==> src/rtl/xch_pkg.sv <==
package xch_pkg;

    typedef enum logic [1:0] {
        IDLE   = 2'd0,
        RD_PH  = 2'd1,
        WR_PH  = 2'd2,
        ONE_PH = 2'd3
    } xch_state_e;

    // control word, en at bit 0
    typedef struct packed {
        logic wide;
        logic end_en;
        logic dir;
        logic single;
        logic en;
    } xch_ctrl_t;

    localparam int CTRL_W = $bits(xch_ctrl_t);

    localparam logic [1:0] SEL_SRC  = 2'd0;
    localparam logic [1:0] SEL_DST  = 2'd1;
    localparam logic [1:0] SEL_CNT  = 2'd2;
    localparam logic [1:0] SEL_CTRL = 2'd3;

endpackage

==> src/rtl/xch_regs.sv <==
module xch_regs
    import xch_pkg::*;
#(
    parameter int AW = 16,
    parameter int CW = 12
) (
    input  logic          clk,
    input  logic          rst_n,
    input  logic          cfg_we,
    input  logic [1:0]    cfg_sel,
    input  logic [AW-1:0] cfg_wdata,
    output logic [AW-1:0] cfg_rdata,
    input  logic          adv_src,
    input  logic          adv_dst,
    input  logic          dec_cnt,
    output logic [AW-1:0] src_q,
    output logic [AW-1:0] dst_q,
    output logic [CW-1:0] cnt_q,
    output xch_ctrl_t     ctrl_q
);

    logic [AW-1:0] step;
    assign step = ctrl_q.wide ? AW'(2) : AW'(1);

    always_ff @(posedge clk or negedge rst_n) begin
        if (!rst_n) begin
            src_q  <= '0;
            dst_q  <= '0;
            cnt_q  <= '0;
            ctrl_q <= '0;
        end else if (cfg_we) begin
            unique case (cfg_sel)
                SEL_SRC:  src_q  <= cfg_wdata;
                SEL_DST:  dst_q  <= cfg_wdata;
                SEL_CNT:  cnt_q  <= cfg_wdata[CW-1:0];
                SEL_CTRL: ctrl_q <= xch_ctrl_t'(cfg_wdata[CTRL_W-1:0]);
            endcase
        end else begin
            if (adv_src) src_q <= src_q + step;
            if (adv_dst) dst_q <= dst_q + step;
            if (dec_cnt) begin
                cnt_q <= cnt_q - 1'b1;
                if (cnt_q == CW'(1)) ctrl_q.en <= 1'b0;
            end
        end
    end

    always_comb begin
        unique case (cfg_sel)
            SEL_SRC:  cfg_rdata = src_q;
            SEL_DST:  cfg_rdata = dst_q;
            SEL_CNT:  cfg_rdata = AW'(cnt_q);
            SEL_CTRL: cfg_rdata = AW'(ctrl_q);
        endcase
    end

    // count falls by one per completed transfer
    a_r8_cnt_step: assert property (@(posedge clk) disable iff (!rst_n)
        (dec_cnt && !cfg_we) |=> (cnt_q == $past(cnt_q) - 1'b1));

    // enable drops as the count empties
    a_r8_en_clear: assert property (@(posedge clk) disable iff (!rst_n)
        (dec_cnt && !cfg_we && cnt_q == CW'(1)) |=> !ctrl_q.en);

    // active source address moves by the transfer size
    a_r9_src_step: assert property (@(posedge clk) disable iff (!rst_n)
        (adv_src && !cfg_we) |=> (src_q == $past(src_q) + $past(step)));

endmodule

==> src/rtl/xch_fsm.sv <==
module xch_fsm
    import xch_pkg::*;
#(
    parameter int AW = 16,
    parameter int DW = 16
) (
    input  logic          clk,
    input  logic          rst_n,
    input  xch_ctrl_t     ctrl,
    input  logic          cnt_nz,
    input  logic          cnt_last,
    input  logic          dreq,
    input  logic [AW-1:0] src,
    input  logic [AW-1:0] dst,
    input  logic [DW-1:0] bus_rdata,
    output logic [AW-1:0] bus_addr,
    output logic          bus_rd,
    output logic          bus_wr,
    output logic          bus_ack_n,
    output logic [DW-1:0] bus_wdata,
    output logic          xfer_end,
    output logic          adv_src,
    output logic          adv_dst,
    output logic          dec_cnt
);

    xch_state_e state_q, state_d;
    logic [DW-1:0] hold_q;
    logic go, more;

    assign go   = ctrl.en && cnt_nz && dreq;
    assign more = ctrl.en && !cnt_last && dreq;

    always_comb begin
        state_d = state_q;
        unique case (state_q)
            IDLE:   if (go) state_d = ctrl.single ? ONE_PH : RD_PH;
            RD_PH:  state_d = WR_PH;
            WR_PH:  state_d = more ? RD_PH : IDLE;
            ONE_PH: state_d = more ? ONE_PH : IDLE;
        endcase
    end

    always_ff @(posedge clk or negedge rst_n) begin
        if (!rst_n) begin
            state_q <= IDLE;
            hold_q  <= '0;
        end else begin
            state_q <= state_d;
            if (state_q == RD_PH) hold_q <= bus_rdata;
        end
    end

    always_comb begin
        bus_addr  = '0;
        bus_rd    = 1'b0;
        bus_wr    = 1'b0;
        bus_ack_n = 1'b1;
        xfer_end  = 1'b0;
        adv_src   = 1'b0;
        adv_dst   = 1'b0;
        dec_cnt   = 1'b0;
        unique case (state_q)
            IDLE: ;
            RD_PH: begin
                bus_addr = src;
                bus_rd   = 1'b1;
                adv_src  = 1'b1;
            end
            WR_PH: begin
                bus_addr = dst;
                bus_wr   = 1'b1;
                adv_dst  = 1'b1;
                dec_cnt  = 1'b1;
                xfer_end = ctrl.end_en && cnt_last;
            end
            ONE_PH: begin
                bus_ack_n = 1'b0;
                bus_addr  = ctrl.dir ? dst : src;
                bus_rd    = !ctrl.dir;
                bus_wr    = ctrl.dir;
                adv_src   = !ctrl.dir;
                adv_dst   = ctrl.dir;
                dec_cnt   = 1'b1;
                xfer_end  = ctrl.end_en && cnt_last;
            end
        endcase
    end

    assign bus_wdata = hold_q;

    // a dual read cycle is followed at once by its write cycle
    a_r1_rd_then_wr: assert property (@(posedge clk) disable iff (!rst_n)
        (bus_rd && bus_ack_n) |=> (bus_wr && bus_wdata == $past(bus_rdata)));

endmodule

==> src/rtl/xch_top.sv <==
module xch_top
    import xch_pkg::*;
#(
    parameter int AW = 16,
    parameter int DW = 16,
    parameter int CW = 12
) (
    input  logic          clk,
    input  logic          rst_n,
    input  logic          cfg_we,
    input  logic [1:0]    cfg_sel,
    input  logic [AW-1:0] cfg_wdata,
    output logic [AW-1:0] cfg_rdata,
    input  logic          dreq,
    output logic [AW-1:0] bus_addr,
    output logic          bus_rd,
    output logic          bus_wr,
    output logic          bus_ack_n,
    input  logic [DW-1:0] bus_rdata,
    output logic [DW-1:0] bus_wdata,
    output logic          bus_wide,
    output logic          xfer_end
);

    logic [AW-1:0] src_q, dst_q;
    logic [CW-1:0] cnt_q;
    xch_ctrl_t     ctrl_q;
    logic          adv_src, adv_dst, dec_cnt;

    xch_regs #(.AW(AW), .CW(CW)) i_regs (
        .clk(clk), .rst_n(rst_n),
        .cfg_we(cfg_we), .cfg_sel(cfg_sel), .cfg_wdata(cfg_wdata), .cfg_rdata(cfg_rdata),
        .adv_src(adv_src), .adv_dst(adv_dst), .dec_cnt(dec_cnt),
        .src_q(src_q), .dst_q(dst_q), .cnt_q(cnt_q), .ctrl_q(ctrl_q)
    );

    xch_fsm #(.AW(AW), .DW(DW)) i_fsm (
        .clk(clk), .rst_n(rst_n),
        .ctrl(ctrl_q), .cnt_nz(cnt_q != '0), .cnt_last(cnt_q == CW'(1)),
        .dreq(dreq), .src(src_q), .dst(dst_q), .bus_rdata(bus_rdata),
        .bus_addr(bus_addr), .bus_rd(bus_rd), .bus_wr(bus_wr), .bus_ack_n(bus_ack_n),
        .bus_wdata(bus_wdata), .xfer_end(xfer_end),
        .adv_src(adv_src), .adv_dst(adv_dst), .dec_cnt(dec_cnt)
    );

    assign bus_wide = ctrl_q.wide;

    // acknowledge stays high outside single address mode
    a_r6_ack_dual_high: assert property (@(posedge clk) disable iff (!rst_n)
        !ctrl_q.single |-> bus_ack_n);

    // an acknowledged cycle carries exactly one strobe
    a_r2_ack_one_strobe: assert property (@(posedge clk) disable iff (!rst_n)
        !bus_ack_n |-> $countones({bus_rd, bus_wr}) == 1);

    // end strobe only while one transfer remains
    a_r7_end_last: assert property (@(posedge clk) disable iff (!rst_n)
        xfer_end |-> (cnt_q == CW'(1) && ctrl_q.end_en));

    // no bus activity begins without a sampled request
    a_r10_start_req: assert property (@(posedge clk) disable iff (!rst_n)
        $rose(bus_rd || bus_wr) |-> $past(dreq));

endmodule

==> config.mk <==
export PLATFORM = sky130hd
export DESIGN_NAME = xch_top
export DESIGN_NICKNAME = d
export VERILOG_FILES = /design/src/rtl/xch_pkg.sv /design/src/rtl/xch_regs.sv /design/src/rtl/xch_fsm.sv /design/src/rtl/xch_top.sv
export SDC_FILE = /design/constraint.sdc
export NUM_CORES = 1
export LEC_CHECK = 0
export ABC_AREA = 1
export BUFFER_PORTS_ARGS = -buffer_cell sky130_fd_sc_hd__buf_4
export CAP_MARGIN = 20
export CORE_UTILIZATION = 56
export CTS_CLUSTER_SIZE = 8
export DETAILED_ROUTE_END_ITERATION = 8
export PLACE_DENSITY = 0.89
export SYNTH_ARGS = -nofsm -noshare
export SYNTH_HDL_FRONTEND = slang
export SYNTH_SLANG_ARGS = --single-unit
==> constraint.sdc <==
create_clock -name clk -period 2.35 [get_ports clk]
set_input_delay 0.3525 -clock clk [delete_from_list [all_inputs] [get_ports clk]]
set_output_delay 0.3525 -clock clk [all_outputs]
set_load 0.01 [all_outputs]
== Yosys cells after proc, flatten, opt, wreduce, memory -nomap -nowiden ==
Cells that the tools add are included.

* Register bits: 67
* Input bits: 38
* Output and inout bits: 53

* Add/subtract/negate cells: 3
* Eq/ne operators: 12
* Muxes and demuxes: 27
* Reductions and logical operators: 20

{| class="wikitable"
|+ Operators with widths
! kind !! number
|-
| $mux W16 || 7
|-
| $pmux W16 S4 || 1
|-
| $pmux W16 S3 || 1
|-
| $mux W12 || 3
|-
| $add A16 B16 Y16 || 2
|-
| $eq A12 B1 Y1 const B || 1
|-
| $reduce_bool A12 Y1 || 1
|-
| $sub A12 B1 Y12 const B || 1
|-
| $ne A2 B1 Y1 const B || 5
|-
| $eq A2 B2 Y1 const B || 4
|-
| $mux W1 || 8
|-
| $mux W2 || 4
|-
| $pmux W2 S4 || 1
|-
| $reduce_and A2 Y1 || 4
|-
| $reduce_bool A2 Y1 || 4
|-
| $logic_and A1 B1 Y1 || 5
|-
| $eq A2 B1 Y1 const B || 2
|-
| $logic_not A2 Y1 || 2
|-
| $pmux W1 S2 || 2
|-
| $reduce_and A3 Y1 || 1
|-
| $logic_not A1 Y1 || 2
|-
| $reduce_or A2 Y1 || 1
|}

== Depth between registers and ports, before layout ==
Gate-level depths: netlist (run 1).

* Word-level depth: 6
* Mapped depth: 13
* Mapped depth without buffers: 13

== Modules after synthesis ==
From an unflattened synthesis (run 1), not the netlist that was laid out.

* Cells, all modules: 702
* Area total of the unflattened synthesis: 4663.2 µm²

{| class="wikitable"
|+ By module, submodules not included
! module !! times used !! cells an instance !! area each (µm²)
|-
| xch_regs || 1 || 537 || 3593.4
|-
| xch_fsm || 1 || 142 || 970.9
|-
| xch_top || 1 || 23 || 98.8
|}

== Least setup slack after synthesis (run 1) ==
No wires, ideal clock.

* Path kind: register -> register
* Start: register i_regs.ctrl_q[4] (netlist name)
* End: register i_regs.dst_q[10]
* Arrival: 1.956 ns
* Data required time: 2.229 ns
* Setup slack: 0.274 ns
* Cell stages (with the launch flop): 11
* Buffers on the path: 0
* Period minus slack after synthesis: 2.076 ns
* Path through: dfrtp_1 inv_1 ha_1 inv_1 fa_1 nor2_1 nand2_1 nor2_2 o21ai_0 o21ai_1 nand2_1

* Cells in the longest elaborated chain, start to end: 4

{| class="wikitable"
|+ RTL lines
! what !! line !! RTL
|-
| $mux W2 || xch_regs.sv:23 || <nowiki>assign step = ctrl_q.wide ? AW'(2) : AW'(1);</nowiki>
|-
| $add A16 B16 Y16 || xch_regs.sv:40 || <nowiki>if (adv_dst) dst_q <= dst_q + step;</nowiki>
|-
| $mux W16 || xch_regs.sv:40 ||
|-
| $mux W16 || xch_regs.sv:31 || <nowiki>end else if (cfg_we) begin</nowiki>
|-
| end signal, assigned || xch_regs.sv:34 || <nowiki>SEL_DST: dst_q <= cfg_wdata;</nowiki>
|-
| end signal, assigned || xch_regs.sv:40 ||
|-
| end, declared || xch_regs.sv:17 || <nowiki>output logic [AW-1:0] dst_q,</nowiki>
|}

No other way between the ends. The select of a mux whose other input is x is not followed.
A chain may end at the register's enable or synchronous reset.

== Worst setup path after layout (run 1) ==
* Start: register i_fsm.state_q[1]
* End: output bus_addr[6]

* Cells in the longest elaborated chain, start to end: 2
* Elaborated cells between the ends (all ways): 4
* Classes of those cells: eq/ne: 3; mux: 1

{| class="wikitable"
|+ RTL lines
! what !! line !! RTL
|-
| start, declared || xch_fsm.sv:27 || <nowiki>xch_state_e state_q, state_d;</nowiki>
|-
| start signal, assigned || xch_fsm.sv:49 || <nowiki>state_q <= state_d;</nowiki>
|-
| $eq A2 B2 Y1 or $eq A2 B1 Y1 (tied branches) || xch_fsm.sv:63 || <nowiki>unique case (state_q)</nowiki>
|-
| $pmux W16 S3 (*) || xch_fsm.sv:63 ||
|-
| end, declared || xch_top.sv:15 || <nowiki>output logic [AW-1:0] bus_addr,</nowiki>
|}

Mark *: on every way between the ends. The rest lies on a longest branch, timed or not.

==> out/results.md, run 1 <==
## Outcome
• outcome: complete, no violations

## Global route
• initial antenna violation count: 0
• grt total ovfl: 0
• global-route wire length before repair: 22500 um
• vias in the first global route: 4555
• maximum number of pins on one net before global-route repair: 68
• combined global-route utilization of all metal layers: 34.7%

## Logic synthesis
• number of flops mapped to enable cells by yosys: 0
• most common cell in the synthesized netlist: nand2_1
• Synth Flop Type: dfrtp_1
• top cells by count, synth: 159 x nand2_1, 82 x nor2_1, 81 x inv_1
• flip-flop and latch count after synthesis: 67
• largest cells by area after synthesis: dfrtp_1 37%, nand2_1 13%, nor2_1 6.9%, inv_1 6.8%, mux2_2 5.0%
• Avg Cell Area, Syn: 7.24 um^2
• area share of the largest cell type after synthesis: 37.4%
• synth unique cells: 36
• biggest area consumer among synthesized cells: dfrtp_1
• fraction of registers with async set/reset: 100%
• sequential share of the synthesized area: 37.4%
• Synth Net Count: 667
• cell count after synthesis: 620
• cell area after technology mapping: 0.00449 mm^2
• Warnings, synthesis: 0

## Die
• die outline area: 0.00838 mm^2
• initial cell density of the core: 58.1%
• floorplan die height: 91.5 um
• number of rows in the core area: 32
• standard cell core area: 0.00773 mm^2
• die width: 91.5 um
• I/O pin cnt: 91

## Clocking
• clock tree from TritonCTS: done
• number of H-tree branching levels: 3
• number of clock buffers inserted by TritonCTS: 9
• worst-skew pair later-pin latency: 0.36 ns
• cell at the root of the clock tree: clkbuf_8
• maximum buffer depth of the clock tree: 2
• Sink Count: 67
• post-CTS clock slew at the launch and capture registers of the worst setup and hold paths: 0.08 ns

## Worst hold path
• class of the worst hold path: input port to async pin

## Drt
• final routed wire length divided by cell count: 16.8 um
• first-iteration detailed-routing DRC count: 603
• drt total wl: 13700 um
• Via Count: 4772
• number of antenna-violating nets in the routed design: 0
• number of DRC violations after detailed routing: 0
• Via density: 5.83
• Pre-antenna DRT Iters: 7

## Final layout
• Syn-to-layout area delta: 21.4%
• fraction of layout instances using a drive strength above 1: 21.9%
• footprint of the flip-flops and latches: 0.00168 mm^2
• number of fill cells in the layout: 641
• Final Net Count: 758
• antenna cell count: 0
• combined area of the multi-input logic cells: 0.00239 mm^2
• post-layout util: 70.5%

## Setup path
• maximum single-stage delay on the critical path: 0.44 ns
• arrival time worst endpoint: 1.93 ns
• Critical Path Source Type: register
• critical path data required time: 2.00 ns
• kind of end point of the critical path: output port
• maximum net fanout on the critical path: 18
• Worst Setup Path Type: register to output port
• cell-by-cell listing of the critical path: inv_2 -> nand2_8 -> nand2_4 -> clkinvlp_4 -> buf_12 -> o22ai_1 -> buf_4
• Slowest-stage cell, CP: dfrtp_1
• CP delay by family, top: buffers and inverters
• FF-to-FF setup slack: 0.17 ns
• count of buffer and inverter cells on the critical path: 4

## Timing
• min cycle time layout: 2.28 ns
• maximum achievable frequency: 439 MHz
• Pins Over Slew Limit: 0
• smallest setup slack after layout: 0.0714 ns
• Fin Setup TNS: 0 ns
• number of hold violations in the final report: 0
• setup-violating endpoint count in the final report: 0
• setup repair after global routing missed its margin: no
• transition time of the tightest slew-check pin: 0.888 ns
• worst clock skew on the final layout: 0.00811 ns
• worst slew slack as a fraction of its limit: 40.8%
• post-route worst hold slack: 0.0978 ns
• final cycle utilization of the critical path: 97.0%

## Flow run
• number of maximum-capacitance violations: 0

## Placement
• Placer Congestion: 1.00
• HPWL after DPL: 10400 um
• Buffers on Ports: 90
• DP Worst Slack: 0.153 ns

## Pwr
• Leak: 2.74 nW
• part of the total power dissipated in combinational logic: 54.4%
• maximum VDD drop: 657 uV
• switching part of the total: 47.0%
• power density of the placed cells: 1270 mW/mm^2
• clock network power share: 13.0%
• reported net switching power: 0.00324 W
• Internal Dissipation: 0.00366 W
• Seq pwr share: 32.6%

## metal layers
layer	global-route usage [%]	share of wire [%]	vias up
li1	-	-	2217
met1	47.7	42	2260
met2	54.5	48	262
met3	5.78	8.4	33
met4	14.0	2.3	0
met5	0	0	-
## cells by family after synthesis
family | Yosys count | synth area share [%]
DFF | 67 | 37.4
and+or+nand+nor | 297 | 27.1
xor gates and xnor gates | 4 | 0.781
adders and majority gates | 9 | 2.84
buffers and inverters | 104 | 9.95
AOI/OAI and AO/OA | 118 | 16.8
muxes | 21 | 5.24
## sequential cells by signal, summed over array words and instances (netlist names)
register         count
i_fsm.bus_wdata     16
i_fsm.state_q        2
i_regs.cnt_q        12
i_regs.ctrl_q        5
i_regs.dst_q        16
i_regs.src_q        16
## power by group through the flow
stage	registers [W]	clock network, W	logic [W]
final	0.00225	0.000897	0.00375
after global routing	0.00234	0.000953	0.00410
after CTS	0.00223	0.000903	0.00362
after detailed placement	0.00224	0	0.00360
after global placement	0.00221	0	0.00348
after floorplan	0.00216	0	0.00226
## path summary, 6_finish.rpt
| check | startpoint | end | cells after the start |
|---|---|---|---|
| min | rst_n | i_regs.src_q[13] | 1 |
| max | i_fsm.state_q[1] | bus_addr[6] | 7 |
| min reg2reg | i_fsm.bus_wdata[15] | i_fsm.bus_wdata[15] | 1 |
| max reg2reg | i_regs.ctrl_q[4] | i_regs.src_q[8] | 9 |
| min in group clk | bus_rdata[5] | i_fsm.bus_wdata[5] | 2 |
| max in group asynchronous | rst_n | i_regs.dst_q[5] | 1 |
## what timing repair did
action | CTS | global route
setup endpoints to repair | 0 | 22
gates resized for setup | 0 | 7
setup buffers | 0 | 2
hold buffers | 0 | 0
## final cells by class
class / instances / share of cell area (%)
well taps: 102 / 2.34
clock inverters: 6 / 0.919
multi-input cells: 449 / 43.8
repair buffers: 99 / 13.9
clock buffers: 10 / 2.34
inverters: 85 / 5.93
flip-flops and latches: 67 / 30.8
## worst register-to-register path: stages, from the launching register on
cell and delay (ns):
dfrtp_1 0.44, inv_1 0.12, ha_1 0.18, inv_1 0.06, fa_1 0.45, nor2_2 0.23, nand2_1 0.15, o21ai_0 0.18
nand3_1 0.11, a22oi_1 0.17
## through the flow
stage                     total power, W  cell area (um^2)  instances
after floorplan                  0.00443              4490        620
after global placement           0.00568              5220        800
after detailed placement         0.00584              5220        800
after CTS                        0.00675              5390        816
after global routing             0.00739              5450        818
final                            0.00690              5450        818
## placed cells by master, fill, tap and decap left out, drive strengths merged, types with 2 or more instances in the layout
cell / Yosys / final
nand4: 3 / 3
clkinvlp: 0 / 3
xor2: 4 / 4
ha: 7 / 7
inv: 85 / 86
clkbuf: 3 / 10
mux2: 20 / 20
nand3: 43 / 43
nor3: 2 / 2
o211ai: 5 / 5
clkinv: 0 / 2
o221ai: 7 / 7
nand2: 163 / 163
a21oi: 24 / 24
a221oi: 2 / 2
a31oi: 11 / 11
fa: 2 / 2
nor2: 85 / 85
o22ai: 18 / 18
buf: 16 / 99
o21ai: 47 / 47
dfrtp: 67 / 67
a22oi: 2 / 2
Note: power is estimated with default switching activity, not from simulation.
==> inputs of run 2 (changes only) <==
==> constraint.sdc (replaced) <==
create_clock -name clk -period 2.35 [get_ports clk]
set_input_delay 0.47 -clock clk [delete_from_list [all_inputs] [get_ports clk]]
set_output_delay 0.47 -clock clk [all_outputs]
set_load 0.01 [all_outputs]
==> run 2 against run 1 <==
  * Register-to-register slack got worse by 0.05 ns
  * Flip-flop and latch count did not move
  * Final cell count fell by 0.12%
  * Sequential power barely moved
  * Sequential share of layout area barely moved
  * First-iteration DRC count fell by 24%
  * Total power rose by 0.82%
  * Maximum frequency fell by 0.34%
  * Clock power rose by 3.8%
  * Highest routed layer unchanged
==> out/results.md, run 2 (synthesis results as in run 1) <==
## Outcome
• outcome: complete, no violations, unchanged

## Setup path
• endpoint of the most critical register-to-register path: i_regs.dst_q[10], was i_regs.src_q[8]
• critical path data required time: 1.88 ns, was 2.00 ns
• path depth of the worst reg2reg path: 10, was 9
• Critical Path Source Type: register, unchanged
• kind of end point of the critical path: output port, unchanged
• FF-to-FF setup slack: 0.12 ns, was 0.17 ns
• Worst Setup SP: i_fsm.state_q[1], unchanged
• maximum net fanout on the critical path: 18, unchanged
• arrival time worst endpoint: 1.82 ns, was 1.93 ns
• crit path to: bus_addr[8], was bus_addr[6]
• critical register-to-register path startpoint: i_regs.ctrl_q[4], unchanged
• Worst Setup Path Type: register to output port, unchanged

## Die
• floorplan die height: 91.5 um, unchanged
• die width: 91.5 um, unchanged
• I/O pin cnt: 91, unchanged
• die outline area: 0.00838 mm^2, unchanged
• initial cell density of the core: 58.1%, unchanged
• number of rows in the core area: 32, unchanged
• standard cell core area: 0.00773 mm^2, unchanged

## Final layout
• Design Area, Final: 0.00546 mm^2, was 0.00545 mm^2
• Syn-to-layout area delta: 21.7%, was 21.4%
• Final Net Count: 757, was 758
• most frequent cells in the layout: 159 x nand2_1, 97 x buf_4, 80 x nor2_1, was 159 x nand2_1, 98 x buf_4, 80 x nor2_1
• number of fill cells in the layout: 650, was 641
• fraction of layout instances using a drive strength above 1: 22.2%, was 21.9%
• footprint of the flip-flops and latches: 0.00168 mm^2, about the same
• antenna cell count: 0, unchanged
• combined area of the multi-input logic cells: 0.00240 mm^2, was 0.00239 mm^2
• most common library cell in the layout ignoring fill and taps: nand2_1, unchanged

## Timing
• final cycle utilization of the critical path: 97.3%, was 97.0%
• Fin Setup TNS: 0 ns, unchanged
• maximum achievable frequency: 437 MHz, was 439 MHz
• setup-violating endpoint count in the final report: 0, unchanged
• number of hold violations in the final report: 0, unchanged
• setup repair after global routing missed its margin: no, unchanged
• transition time of the tightest slew-check pin: 0.894 ns, was 0.888 ns
• Pins Over Slew Limit: 0, unchanged
• worst slew slack as a fraction of its limit: 40.4%, was 40.8%
• worst clock skew on the final layout: 0.00818 ns, was 0.00811 ns
• min cycle time layout: 2.29 ns, was 2.28 ns

## Clocking
• hold buffers post-CTS: 0, unchanged
• number of H-tree branching levels: 3, unchanged
• post-CTS clock slew at the launch and capture registers of the worst setup and hold paths: 0.08 ns, about the same
• worst-skew pair later-pin latency: 0.34 ns, was 0.36 ns
• number of clock buffers inserted by TritonCTS: 9, unchanged
• cell at the root of the clock tree: clkbuf_8, unchanged
• Sink Count: 67, unchanged
• clock tree from TritonCTS: done, unchanged
• maximum buffer depth of the clock tree: 2, unchanged

## Global route
• global-route wire length before repair: 22900 um, was 22500 um
• grt total ovfl: 0, unchanged
• initial antenna violation count: 0, unchanged
• maximum number of pins on one net before global-route repair: 68, unchanged
• vias in the first global route: 4583, was 4555
• combined global-route utilization of all metal layers: 35.2%, was 34.7%

## Worst hold path
• class of the worst hold path: input port to async pin, unchanged

## Placement
• HPWL after DPL: 10400 um, about the same
• Placer Congestion: 0.999, was 1.00
• Placement Cell Area: 0.00522 mm^2, unchanged
• Buffers on Ports: 90, unchanged

## Flow run
• number of maximum-capacitance violations: 0, unchanged

## Drt
• number of DRC violations after detailed routing: 0, unchanged
• Via density: 5.85, was 5.83
• first-iteration detailed-routing DRC count: 459, was 603
• number of antenna-violating nets in the routed design: 0, unchanged
• Via Count: 4779, was 4772
• final routed wire length divided by cell count: 17.0 um, was 16.8 um
• Pre-antenna DRT Iters: 5, was 7
• drt total wl: 13900 um, was 13700 um

## Pwr
• Leak: 2.74 nW, about the same
• maximum VDD drop: 640 uV, was 657 uV
• power density of the placed cells: 1270 mW/mm^2, about the same

[run 2: report_power, final]
| group | internal [W] | switching [W] |
|---|---|---|
| sequential | 0.00168 | 0.000584 |
| clock | 0.000443 | 0.000488 |
| combinational | 0.00159 | 0.00217 |
| total | 0.00371 | 0.00325 |
[run 2: layer usage]
| layer | track usage (%) | vias to the layer above | part of all wire [%] |
|---|---|---|---|
| li1 | - | 2210 | - |
| met1 | 47.7 | 2260 | 40 |
| met2 | 55.0 | 272 | 47 |
| met3 | 7.12 | 37 | 9.5 |
| met4 | 14.4 | 0 | 2.6 |
| met5 | 0 | - | 0 |
[run 2: how the worst min path moves through the flow]
stage	to	from	slack [ns]
global placement	i_regs.ctrl_q[3]	i_regs.ctrl_q[3]	0.49
CTS	i_fsm.bus_wdata[1]	rst_n	0.27
detailed placement	i_fsm.bus_wdata[6]	i_fsm.bus_wdata[6]	0.50
finish	i_regs.cnt_q[4]	rst_n	0.25
global route	i_regs.src_q[13]	rst_n	0.32
floorplan	i_fsm.bus_wdata[0]	rst_n	0.17
[run 2: timing repair]
action / 4_1_cts / 5_1_grt
setup endpoints to repair: 16 / 21
setup buffers: 1 / 0
pin swaps: 0 / 1
gates resized for setup: 3 / 8
[run 2: per-stage QoR]
stage / utilization, % / power [W] / cells / hold slack [ns] / setup slack, ns
detailed placement: 67.5 / 0.00583 / 800 / 0.496 / 0.192
CTS: 70.4 / 0.00685 / 817 / 0.271 / 0.00325
floorplan: - / 0.00443 / 620 / 0.174 / 0.274
finish: 70.7 / 0.00696 / 817 / 0.248 / 0.0636
global placement: 67.5 / 0.00568 / 800 / 0.490 / 0.292
global route: 70.7 / 0.00746 / 817 / 0.316 / 0.00208
[run 2: layout make-up]
| cell class | count | share of cell area (%) |
|---|---|---|
| clock buffers | 11 | 2.77 |
| clock inverters | 5 | 0.664 |
| inverters | 85 | 5.95 |
| multi-input cells | 449 | 43.9 |
| flip-flops and latches | 67 | 30.7 |
| well taps | 102 | 2.34 |
| repair buffers | 98 | 13.7 |
[run 2: worst max-delay path, cell delays in order (launching register included)]
cell	delay, ns
dfrtp_2	0.46
inv_4	0.11
nand2_8	0.13
nand2_8	0.14
clkinvlp_4	0.10
buf_12	0.15
o22ai_1	0.21
buf_4	0.16
